[config.mk]
export PLATFORM = sky130hd
export DESIGN_NAME = msi_vector_mux
export DESIGN_NICKNAME = d
export VERILOG_FILES = /design/src/rtl/msi_mux_pkg.sv /design/src/rtl/msi_mux_inbound.sv /design/src/rtl/msi_mux_regdec.sv /design/src/rtl/msi_mux_group.sv /design/src/rtl/msi_vector_mux.sv
export SDC_FILE = /design/constraint.sdc
export NUM_CORES = 1
export LEC_CHECK = 0
export ABC_AREA = 1
export CORE_ASPECT_RATIO = 2
export CORE_MARGIN = 3
export CORE_UTILIZATION = 35
export CTS_CLUSTER_DIAMETER = 30
export DETAILED_ROUTE_END_ITERATION = 12
export DONT_BUFFER_PORTS = 1
export SYNTH_ARGS = -nofsm -noshare
export SYNTH_HDL_FRONTEND = slang
export SYNTH_SLANG_ARGS = --single-unit
[constraint.sdc]
create_clock -name clk -period 4.7 [get_ports clk]
set_clock_uncertainty 0.05 [all_clocks]
set_input_delay 0.94 -clock clk [delete_from_list [all_inputs] [get_ports clk]]
set_output_delay 0.94 -clock clk [all_outputs]
set_load 0.02 [all_outputs]
[src/rtl/msi_mux_pkg.sv]
package msi_mux_pkg;
  // Byte offsets in the register space
  localparam int unsigned OFS_EOI      = 32'h050;
  localparam int unsigned OFS_MSI      = 32'h054;
  localparam int unsigned OFS_GRP_BASE = 32'h100;
  localparam int unsigned GRP_STRIDE   = 16;
  localparam int unsigned SLOT_STATUS  = 4;
  localparam int unsigned SLOT_ENSET   = 8;
  localparam int unsigned SLOT_ENCLR   = 12;

  // Interleaved fold: consecutive vectors land in consecutive groups
  function automatic int unsigned vec_group(int unsigned v, int unsigned ngrp);
    return v % ngrp;
  endfunction

  function automatic int unsigned vec_slot(int unsigned v, int unsigned ngrp);
    return v / ngrp;
  endfunction

  function automatic int unsigned grp_reg(int unsigned g, int unsigned slot);
    return OFS_GRP_BASE + g * GRP_STRIDE + slot;
  endfunction
endpackage

[src/rtl/msi_mux_inbound.sv]
module msi_mux_inbound
  import msi_mux_pkg::*;
#(
  parameter int unsigned NGRP   = 8,
  parameter int unsigned NBIT   = 4,
  parameter int unsigned ADDR_W = 12,
  parameter int unsigned DATA_W = 32
) (
  input  logic                   in_wr,
  input  logic [ADDR_W-1:0]      in_addr,
  input  logic [DATA_W-1:0]      in_wdata,
  output logic [NGRP*NBIT-1:0]   set_flat
);
  localparam int unsigned NVEC = NGRP * NBIT;

  logic msi_hit;
  assign msi_hit = in_wr && (in_addr == ADDR_W'(OFS_MSI));

  // One comparator per vector; data outside 0..NVEC-1 matches none
  for (genvar v = 0; v < NVEC; v++) begin : g_vec
    localparam int unsigned IDX = vec_group(v, NGRP) * NBIT + vec_slot(v, NGRP);
    assign set_flat[IDX] = msi_hit && (in_wdata == DATA_W'(v));
  end
endmodule

[src/rtl/msi_mux_regdec.sv]
module msi_mux_regdec
  import msi_mux_pkg::*;
#(
  parameter int unsigned NGRP     = 8,
  parameter int unsigned ADDR_W   = 12,
  parameter int unsigned DATA_W   = 32,
  parameter int unsigned EOI_BIAS = 4
) (
  input  logic              sw_wr,
  input  logic [ADDR_W-1:0] sw_addr,
  input  logic [DATA_W-1:0] sw_wdata,
  output logic [NGRP-1:0]   sel_stat,
  output logic [NGRP-1:0]   sel_eset,
  output logic [NGRP-1:0]   sel_eclr,
  output logic [NGRP-1:0]   eoi_hit
);
  logic eoi_wr;
  assign eoi_wr = sw_wr && (sw_addr == ADDR_W'(OFS_EOI));

  for (genvar g = 0; g < NGRP; g++) begin : g_grp
    assign sel_stat[g] = (sw_addr == ADDR_W'(grp_reg(g, SLOT_STATUS)));
    assign sel_eset[g] = (sw_addr == ADDR_W'(grp_reg(g, SLOT_ENSET)));
    assign sel_eclr[g] = (sw_addr == ADDR_W'(grp_reg(g, SLOT_ENCLR)));
    assign eoi_hit[g]  = eoi_wr && (sw_wdata == DATA_W'(g + EOI_BIAS));
  end
endmodule

[src/rtl/msi_mux_group.sv]
module msi_mux_group #(
  parameter int unsigned NBIT = 4
) (
  input  logic            clk,
  input  logic            rst_n,
  input  logic [NBIT-1:0] set_bits,
  input  logic [NBIT-1:0] clr_bits,
  input  logic [NBIT-1:0] eset_bits,
  input  logic [NBIT-1:0] eclr_bits,
  input  logic            eoi,
  output logic [NBIT-1:0] status,
  output logic [NBIT-1:0] enable,
  output logic            irq
);
  logic owed;
  logic line_q;
  logic active;

  assign active = |(status & enable);
  assign irq    = active && !owed;

  always_ff @(posedge clk or negedge rst_n) begin
    if (!rst_n) begin
      status <= '0;
      enable <= '0;
      owed   <= 1'b0;
      line_q <= 1'b0;
    end else begin
      status <= (status & ~clr_bits) | set_bits;   // a new vector beats a clear
      enable <= (enable | eset_bits) & ~eclr_bits;
      owed   <= eoi ? 1'b0 : (owed | (line_q & ~active));
      line_q <= irq;
    end
  end
endmodule

[src/rtl/msi_vector_mux.sv]
module msi_vector_mux #(
  parameter int unsigned NGRP     = 8,
  parameter int unsigned NBIT     = 4,
  parameter int unsigned ADDR_W   = 12,
  parameter int unsigned DATA_W   = 32,
  parameter int unsigned EOI_BIAS = 4
) (
  input  logic              clk,
  input  logic              rst_n,
  input  logic              sw_wr,
  input  logic [ADDR_W-1:0] sw_addr,
  input  logic [DATA_W-1:0] sw_wdata,
  output logic [DATA_W-1:0] sw_rdata,
  input  logic              in_wr,
  input  logic [ADDR_W-1:0] in_addr,
  input  logic [DATA_W-1:0] in_wdata,
  output logic [NGRP-1:0]   irq
);
  localparam int unsigned NVEC = NGRP * NBIT;

  logic [NVEC-1:0] set_flat;
  logic [NVEC-1:0] clr_flat;
  logic [NVEC-1:0] eset_flat;
  logic [NVEC-1:0] eclr_flat;
  logic [NVEC-1:0] status_flat;
  logic [NVEC-1:0] enable_flat;
  logic [NGRP-1:0] sel_stat, sel_eset, sel_eclr, eoi_hit;

  msi_mux_inbound #(.NGRP(NGRP), .NBIT(NBIT), .ADDR_W(ADDR_W), .DATA_W(DATA_W)) u_inbound (
    .in_wr(in_wr), .in_addr(in_addr), .in_wdata(in_wdata), .set_flat(set_flat)
  );

  msi_mux_regdec #(.NGRP(NGRP), .ADDR_W(ADDR_W), .DATA_W(DATA_W), .EOI_BIAS(EOI_BIAS)) u_regdec (
    .sw_wr(sw_wr), .sw_addr(sw_addr), .sw_wdata(sw_wdata),
    .sel_stat(sel_stat), .sel_eset(sel_eset), .sel_eclr(sel_eclr), .eoi_hit(eoi_hit)
  );

  for (genvar g = 0; g < NGRP; g++) begin : g_grp
    assign clr_flat[g*NBIT +: NBIT]  = sw_wdata[NBIT-1:0] & {NBIT{sw_wr && sel_stat[g]}};
    assign eset_flat[g*NBIT +: NBIT] = sw_wdata[NBIT-1:0] & {NBIT{sw_wr && sel_eset[g]}};
    assign eclr_flat[g*NBIT +: NBIT] = sw_wdata[NBIT-1:0] & {NBIT{sw_wr && sel_eclr[g]}};

    msi_mux_group #(.NBIT(NBIT)) u_group (
      .clk(clk), .rst_n(rst_n),
      .set_bits(set_flat[g*NBIT +: NBIT]),
      .clr_bits(clr_flat[g*NBIT +: NBIT]),
      .eset_bits(eset_flat[g*NBIT +: NBIT]),
      .eclr_bits(eclr_flat[g*NBIT +: NBIT]),
      .eoi(eoi_hit[g]),
      .status(status_flat[g*NBIT +: NBIT]),
      .enable(enable_flat[g*NBIT +: NBIT]),
      .irq(irq[g])
    );
  end

  always_comb begin
    sw_rdata = '0;
    for (int g = 0; g < NGRP; g++) begin
      if (sel_stat[g])
        sw_rdata = sw_rdata | DATA_W'(status_flat[g*NBIT +: NBIT]);
      if (sel_eset[g] || sel_eclr[g])
        sw_rdata = sw_rdata | DATA_W'(enable_flat[g*NBIT +: NBIT]);
    end
  end
endmodule

==> out/metrics.csv, run 1 <==
metric,value,unit
fmax,282,MHz
worst vdd ir,0.191,mV
drt wl/cell,17.9,um
core area,15000,um2
Clock transition at path regs,0.06,ns
Setup CP Type,input pin to output pin,
drt pass-1 iters,4,
Synth Instances,750,
Layout Utilization,37.8,%
top_reg_cell synth,dfrtp_1,
post_cts resized,0,
drt total wl,16.7,mm
worst setup path endpoint,sw_rdata[1],
"Slew Viols, Final",0,
Die X,93.9,um
clock latency on the worst-skew pair,0.34,ns
Post-synth ARST share,100,%
via-per-instance ratio,5.24,
clock tree from TritonCTS,built,
r2r endpoint,g_grp[4].u_group.line_q,
Initial Util,36.1,%
ordered list of cells on the worst path,nor2_2 -> nand2_4 -> nor2_4 -> nand3_1 -> nand2_1 -> inv_1 -> nand2_1 -> nor2_1 -> nand3_1,
clock sink count,80,
post-synth cell types,36,
Ant. Diodes,0,
Seq cells post-synth,80,
Slew @ Worst Pin,1.16,ns
first-pass GRT wire length,26.2,mm
total setup buffers inserted after CTS,0,
total gr overflow,0,
PD cells,268,nW/um2
die area,17100,um2
"Setup violations, final",0,
max-slew headroom at the worst pin,22.7,%
Tot Pwr,1.52,mW
hpwl dp,13.1,mm
final worst path period need,3.55,ns
maxcap violations,0,
DR vias,4861,
synth warn,0,
CTS root buffer,clkbuf_16,
Tcrit/Tclk final,75.5,%
nets,820,
vias in the first global route,5089,
Hold Crit Class,input pin to async pin,
chip height,182,um
kind of end point of the critical path,output pin,
initial DRC count,278,
hold slack,0.244,ns
CTS hold repair buffers,0,
Post-Syn Area,5410,um2
status,"complete, no violations",
"Seq/Total Area, Yosys",37.0,%
share of layout cells above drive strength 1,8.59,%
DRC violations left,0,
CP max stage delay,0.64,ns
antenna-violating nets left,0,
worst-path maximum fanout,36,
Post-synth EDFFs,0,
antenna violations before repair,0,
critical path startpoint,sw_addr[11],
Worst Path Arrival,2.56,ns
largest net degree at the start of global routing,81,
Crit-path slowest cell,nor2_4,
CTS H-tree lvls,3,
Num CTS Buffers,9,
R2R cell count,4,
I/O pins,132,
Clock Path Buffers,2,
crit path launch type,input pin,
CP Data Required Time,3.71,ns
GRT Total Usage,20.3,%
unrepaired setup endpoints after global routing,no,
port bufs,0,
R2R setup slack,3.29,ns
routability cong.,0.960,
RR Startpoint,g_grp[4].u_group.enable[0],
final setup TNS,0,ns
P&R area growth vs syn,4.79,%
P_leak,2.65,nW
Mapped Avg Cell Area,7.21,um2
Row Count,63,
"Hold Violations, Final",0,
[critical path, delay by kind of cell]
kind | cells | cell delay (ns)
simple gates | 8 | 1.54
buf+inv | 1 | 0.04
[how the worst min path moves through the flow]
stage / slack, ns / cells past startpoint / endpoint / start
2_1_floorplan: 0.37 / 1 / g_grp[0].u_group.line_q / g_grp[0].u_group.owed
3_3_place_gp: 0.44 / 2 / g_grp[2].u_group.owed / g_grp[2].u_group.line_q
3_5_place_dp: 0.44 / 2 / g_grp[2].u_group.owed / g_grp[2].u_group.line_q
4_1_cts: 0.24 / 0 / g_grp[1].u_group.status[0] / rst_n
5_1_grt: 0.23 / 0 / g_grp[1].u_group.enable[2] / rst_n
6_report: 0.24 / 0 / g_grp[1].u_group.enable[2] / rst_n
[placed cells by master (no fill, tap or decap), drive strengths merged, types with 5 or more instances in the layout]
master / instances
nor3: 10
clkbuf: 9
dfrtp: 80
nand4: 6
a31oi: 5
conb: 28
nand3: 85
nand2: 205
a2bb2oi: 28
nor4: 5
nor2: 158
o21ai: 32
a22o: 10
inv: 42
a21oi: 8
[through the flow]
| stage | std cells | worst slack (ns) | cell area, um2 |
|---|---|---|---|
| floorplan | 777 | 1.74 | 5510 |
| global placement | 912 | 1.12 | 5350 |
| detailed placement | 912 | 1.14 | 5350 |
| CTS | 928 | 1.13 | 5670 |
| global route | 928 | 0.936 | 5670 |
| finish | 928 | 1.15 | 5670 |
[synthesized netlist by cell type (2+ instances only)]
cell | instances | area [um2]
a21oi_1 | 8 | 40.0
a221oi_1 | 3 | 26.3
a22o_1 | 10 | 87.6
a22oi_1 | 4 | 30.0
a2bb2oi_1 | 28 | 245
a31oi_1 | 5 | 31.3
and3_1 | 3 | 18.8
buf_2 | 8 | 40.0
buf_4 | 39 | 293
buf_6 | 2 | 22.5
clkbuf_1 | 11 | 41.3
dfrtp_1 | 80 | 2000
inv_1 | 37 | 139
inv_2 | 4 | 15.0
nand2_1 | 195 | 732
nand2_2 | 9 | 56.3
nand3_1 | 72 | 360
nand3_2 | 6 | 60.1
nand3_4 | 7 | 123
nand3b_1 | 2 | 15.0
nand4_1 | 6 | 37.5
nor2_1 | 143 | 537
nor2_2 | 8 | 50.1
nor2_4 | 6 | 67.6
nor3_1 | 9 | 45.0
nor4_1 | 5 | 31.3
o21ai_0 | 7 | 35.0
o21ai_1 | 25 | 125
[report_power, final]
group	switching [mW]	internal (mW)	total [mW]
Combinational	0.0691	0.0144	0.0835
Sequential	0.00117	0.690	0.691
Clock	0.280	0.465	0.746
[layout make-up]
| cell class | instances | area [um2] |
|---|---|---|
| Fill cell | 1617 | 9310 |
| Multi-Input combinational cell | 594 | 2940 |
| Sequential cell | 80 | 2000 |
| Tap cell | 195 | 244 |
| Clock buffer | 9 | 225 |
| Inverter | 42 | 158 |
| Clock inverter | 7 | 95.1 |
| Timing Repair Buffer | 1 | 7.51 |
[registers in the layout, indices dropped and copies added, names as in the netlist]
register	count
g_grp.u_group.status	32
g_grp.u_group.owed	8
g_grp.u_group.line_q	8
g_grp.u_group.enable	32
[kinds of logic after synthesis]
logic type	synth area share [%]
AOI/OAI and AO/OA	11.5
other	0.0693
buffers and inverters	10.6
and+or+nand+nor	40.8
DFF	37.0
[routing by layer]
layer | share of wire [%] | GRT usage (%) | vias up
li1 | - | - | 2369
met1 | 32 | 18.5 | 2202
met2 | 54 | 37.9 | 223
met3 | 6.2 | 3.86 | 67
met4 | 7.4 | 14.9 | 0
met5 | 0 | 0 | -
(Power assumes the default switching activity.)
==> run 2, diff against run 1 <==
ABC_AREA = 0   (was 1)
clock period = 3.39 ns   (was 4.7 ns; I/O delays follow)
==> run 2 against run 1 <==
Net effect:
- global-route usage hardly changed
- power is 43% higher
- sequential power is 39% higher
- non-clock buffer count is 9 higher
- die area is 13% lower
- critical path depth is 5 lower
- register-to-register slack worse by 1.6 ns
- count of clock-buffer cells in the layout is 3 higher
- utilization is 0.37 points higher
- design area is 12% lower
- largest cell class unchanged
- largest power group unchanged
- highest routed layer unchanged
==> out/metrics.csv, run 2 <==
metric,value,unit,change
status,"complete, no violations",,
drt total wl,14.7,mm,-11%
via-per-instance ratio,6.42,,+23%
CTS root buffer,clkbuf_16,,
post-synth cell types,51,,+42%
"Hold Violations, Final",0,,unchanged
Tcrit/Tclk final,85.1,%,
total gr overflow,0,,unchanged
final setup TNS,0,ns,unchanged
hold slack,0.169,ns,-0.0745 ns
hpwl dp,11.5,mm,-13%
top cell type's share of synthesized area,42.8,%,+5.8 points
unrepaired setup endpoints after global routing,no,,
clock sink count,80,,unchanged
kind of end point of the critical path,output pin,,
die area,14900,um2,-13%
fmax,346,MHz,
Num CTS Buffers,9,,unchanged
Mapped Avg Cell Area,9.89,um2,+37%
Ant. Diodes,0,,unchanged
clock latency on the worst-skew pair,0.34,ns,about the same
antenna-violating nets left,0,,unchanged
DRC violations left,0,,unchanged
nets,544,,-34%
Post-synth EDFFs,0,,unchanged
Initial Util,35.8,%,-0.32 points
chip height,169,um,-6.8%
Layout Utilization,38.2,%,+0.37 points
Register Area,2000,um2,unchanged
worst vdd ir,0.177,mV,-7.2%
CP Data Required Time,2.66,ns,-1.05 ns
first-pass GRT wire length,22.6,mm,-13%
antenna violations before repair,0,,unchanged
initial DRC count,335,,+21%
Seq cells post-synth,80,,unchanged
Setup CP Type,input pin to output pin,,
Row Count,59,,-6.3%
"Setup violations, final",0,,unchanged
I/O pins,132,,unchanged
share of layout cells above drive strength 1,7.66,%,-0.94 points
RR Startpoint,g_grp[2].u_group.status[2],,
"commonest cells after routing, fill and taps aside","o31ai_1, dfrtp_1, conb_1",,
Slew @ Worst Pin,0.767,ns,-0.390 ns
synth warn,0,,unchanged
max-slew headroom at the worst pin,48.5,%,+26 points
drt wl/cell,24.2,um,+35%
biggest regs,"g_grp.u_group.enable x32, g_grp.u_group.status x32",,
critical path startpoint,sw_addr[9],,
Clock transition at path regs,0.06,ns,about the same
Worst Path Arrival,2.16,ns,-0.40 ns
core area,13100,um2,-13%
Die X,87.7,um,-6.6%
CTS H-tree lvls,3,,unchanged
top_reg_cell synth,dfrtp_1,,
maxcap violations,0,,unchanged
Filler Cells Inserted,1288,,-20%
Hold Crit Class,input pin to async pin,,
Clock Path Buffers,2,,unchanged
vias in the first global route,4021,,-21%
port bufs,0,,unchanged
"top cells by area, synth","dfrtp_1, o31ai_1, buf_4, mux2i_1, a21oi_1",,
drt pass-1 iters,5,,+1
clock tree from TritonCTS,built,,
Post-Syn Area,4680,um2,-14%
P&R area growth vs syn,6.77,%,
GRT Total Usage,20.2,%,-0.028 points
Post-synth ARST share,100,%,unchanged
largest net degree at the start of global routing,81,,unchanged
"commonest non-fill, non-tap cell in the layout",o31ai_1,,
DR vias,3912,,-20%
footprint of the multi-input gates,2310,um2,-21%
Synth Instances,473,,-37%
routability cong.,0.923,,-3.8%
final worst path period need,2.89,ns,
Synth top cells by count,"o31ai_1, dfrtp_1, buf_4",,
most numerous cell in the Yosys netlist,o31ai_1,,
P_leak,1.94,nW,-27%
"area leader, netlist",dfrtp_1,,
crit path launch type,input pin,,
PD cells,434,nW/um2,+62%
worst-path maximum fanout,7,,-81%
"Seq/Total Area, Yosys",42.8,%,+5.8 points
"Slew Viols, Final",0,,unchanged
-- run 2: cell types whose count changed after synthesis, sizes merged, moves of 8 or more --
cell,previous run,this run
nand2,205,11
nor2,158,16
o31ai,0,96
nand3,85,7
inv,41,11
a2bb2oi,28,0
mux2i,0,25
clkbuf,11,26
a21oi,8,19
o21ai,32,21
nor4,5,15
o22ai,0,9
buf,50,42
-- run 2: area by class of cell --
| cell class | instances | area share [%] |
|---|---|---|
| clock buffer | 12 | 5.34 |
| clock inverter | 4 | 1.50 |
| inverter | 15 | 1.13 |
| multi-input combinational | 336 | 46.2 |
| sequential | 80 | 40.1 |
| tap | 152 | 3.81 |
| timing repair buffer | 10 | 1.90 |
-- run 2: per-stage QoR --
step,instances,setup WS (ns),power [mW],instance area (um2)
after CTS,609,0.521,2.18,4990
after floorplan,500,0.460,1.10,4780
after global placement,592,0.573,1.07,4620
after detailed placement,592,0.533,1.07,4620
after global routing,609,0.388,2.23,4990
final,609,0.504,2.17,4990
-- run 2: worst paths after layout --
path                       cells past startpoint  slack, ns                         end
max                                            4       0.50                 sw_rdata[1]
min                                            1       0.17     g_grp[7].u_group.line_q
max reg2reg                                    3       1.70     g_grp[2].u_group.line_q
min reg2reg                                    2       0.46       g_grp[2].u_group.owed
max in group asynchronous                      1       2.77  g_grp[4].u_group.status[2]
min in group clk                               1       0.39  g_grp[3].u_group.enable[1]
-- run 2: logic make-up after synthesis --
| kind of cell | Yosys count | share of synthesized area [%] |
|---|---|---|
| AOI/OAI and AO/OA | 171 | 25.8 |
| and+or+nand+nor | 107 | 13.8 |
| buffers and inverters | 84 | 10.0 |
| DFF | 80 | 42.8 |
| muxes | 30 | 7.52 |
| other | 1 | 0.0802 |
-- run 2: critical path: stages --
cell,delay [ns]
nor4_4,0.41
nand4_1,0.26
a311o_1,0.38
o22ai_1,0.43
-- run 2: repair_timing --
action / in CTS / in global routing
endpoints found under the hold margin: 80 / 0
hold buffers: 1 / 0
gates resized for setup: 0 / 0
setup buffers: 0 / 0
-- run 2: report_power, final --
part | leakage, nW | switching, mW | internal, mW
combinational | 0.730 | 0.0904 | 0.0290
sequential | 1.04 | 0.00176 | 0.957
clock | 0.161 | 0.386 | 0.705
total | 1.94 | 0.478 | 1.69
-- run 2: per-layer routing --
| metal | GRT usage, % | part of all wire, % | routed length (um) |
|---|---|---|---|
| met1 | 20.5 | 34 | 4980 |
| met2 | 36.4 | 53 | 7880 |
| met3 | 3.50 | 6.5 | 960 |
| met4 | 13.6 | 6.2 | 918 |
| met5 | 0 | 0 | 0 |
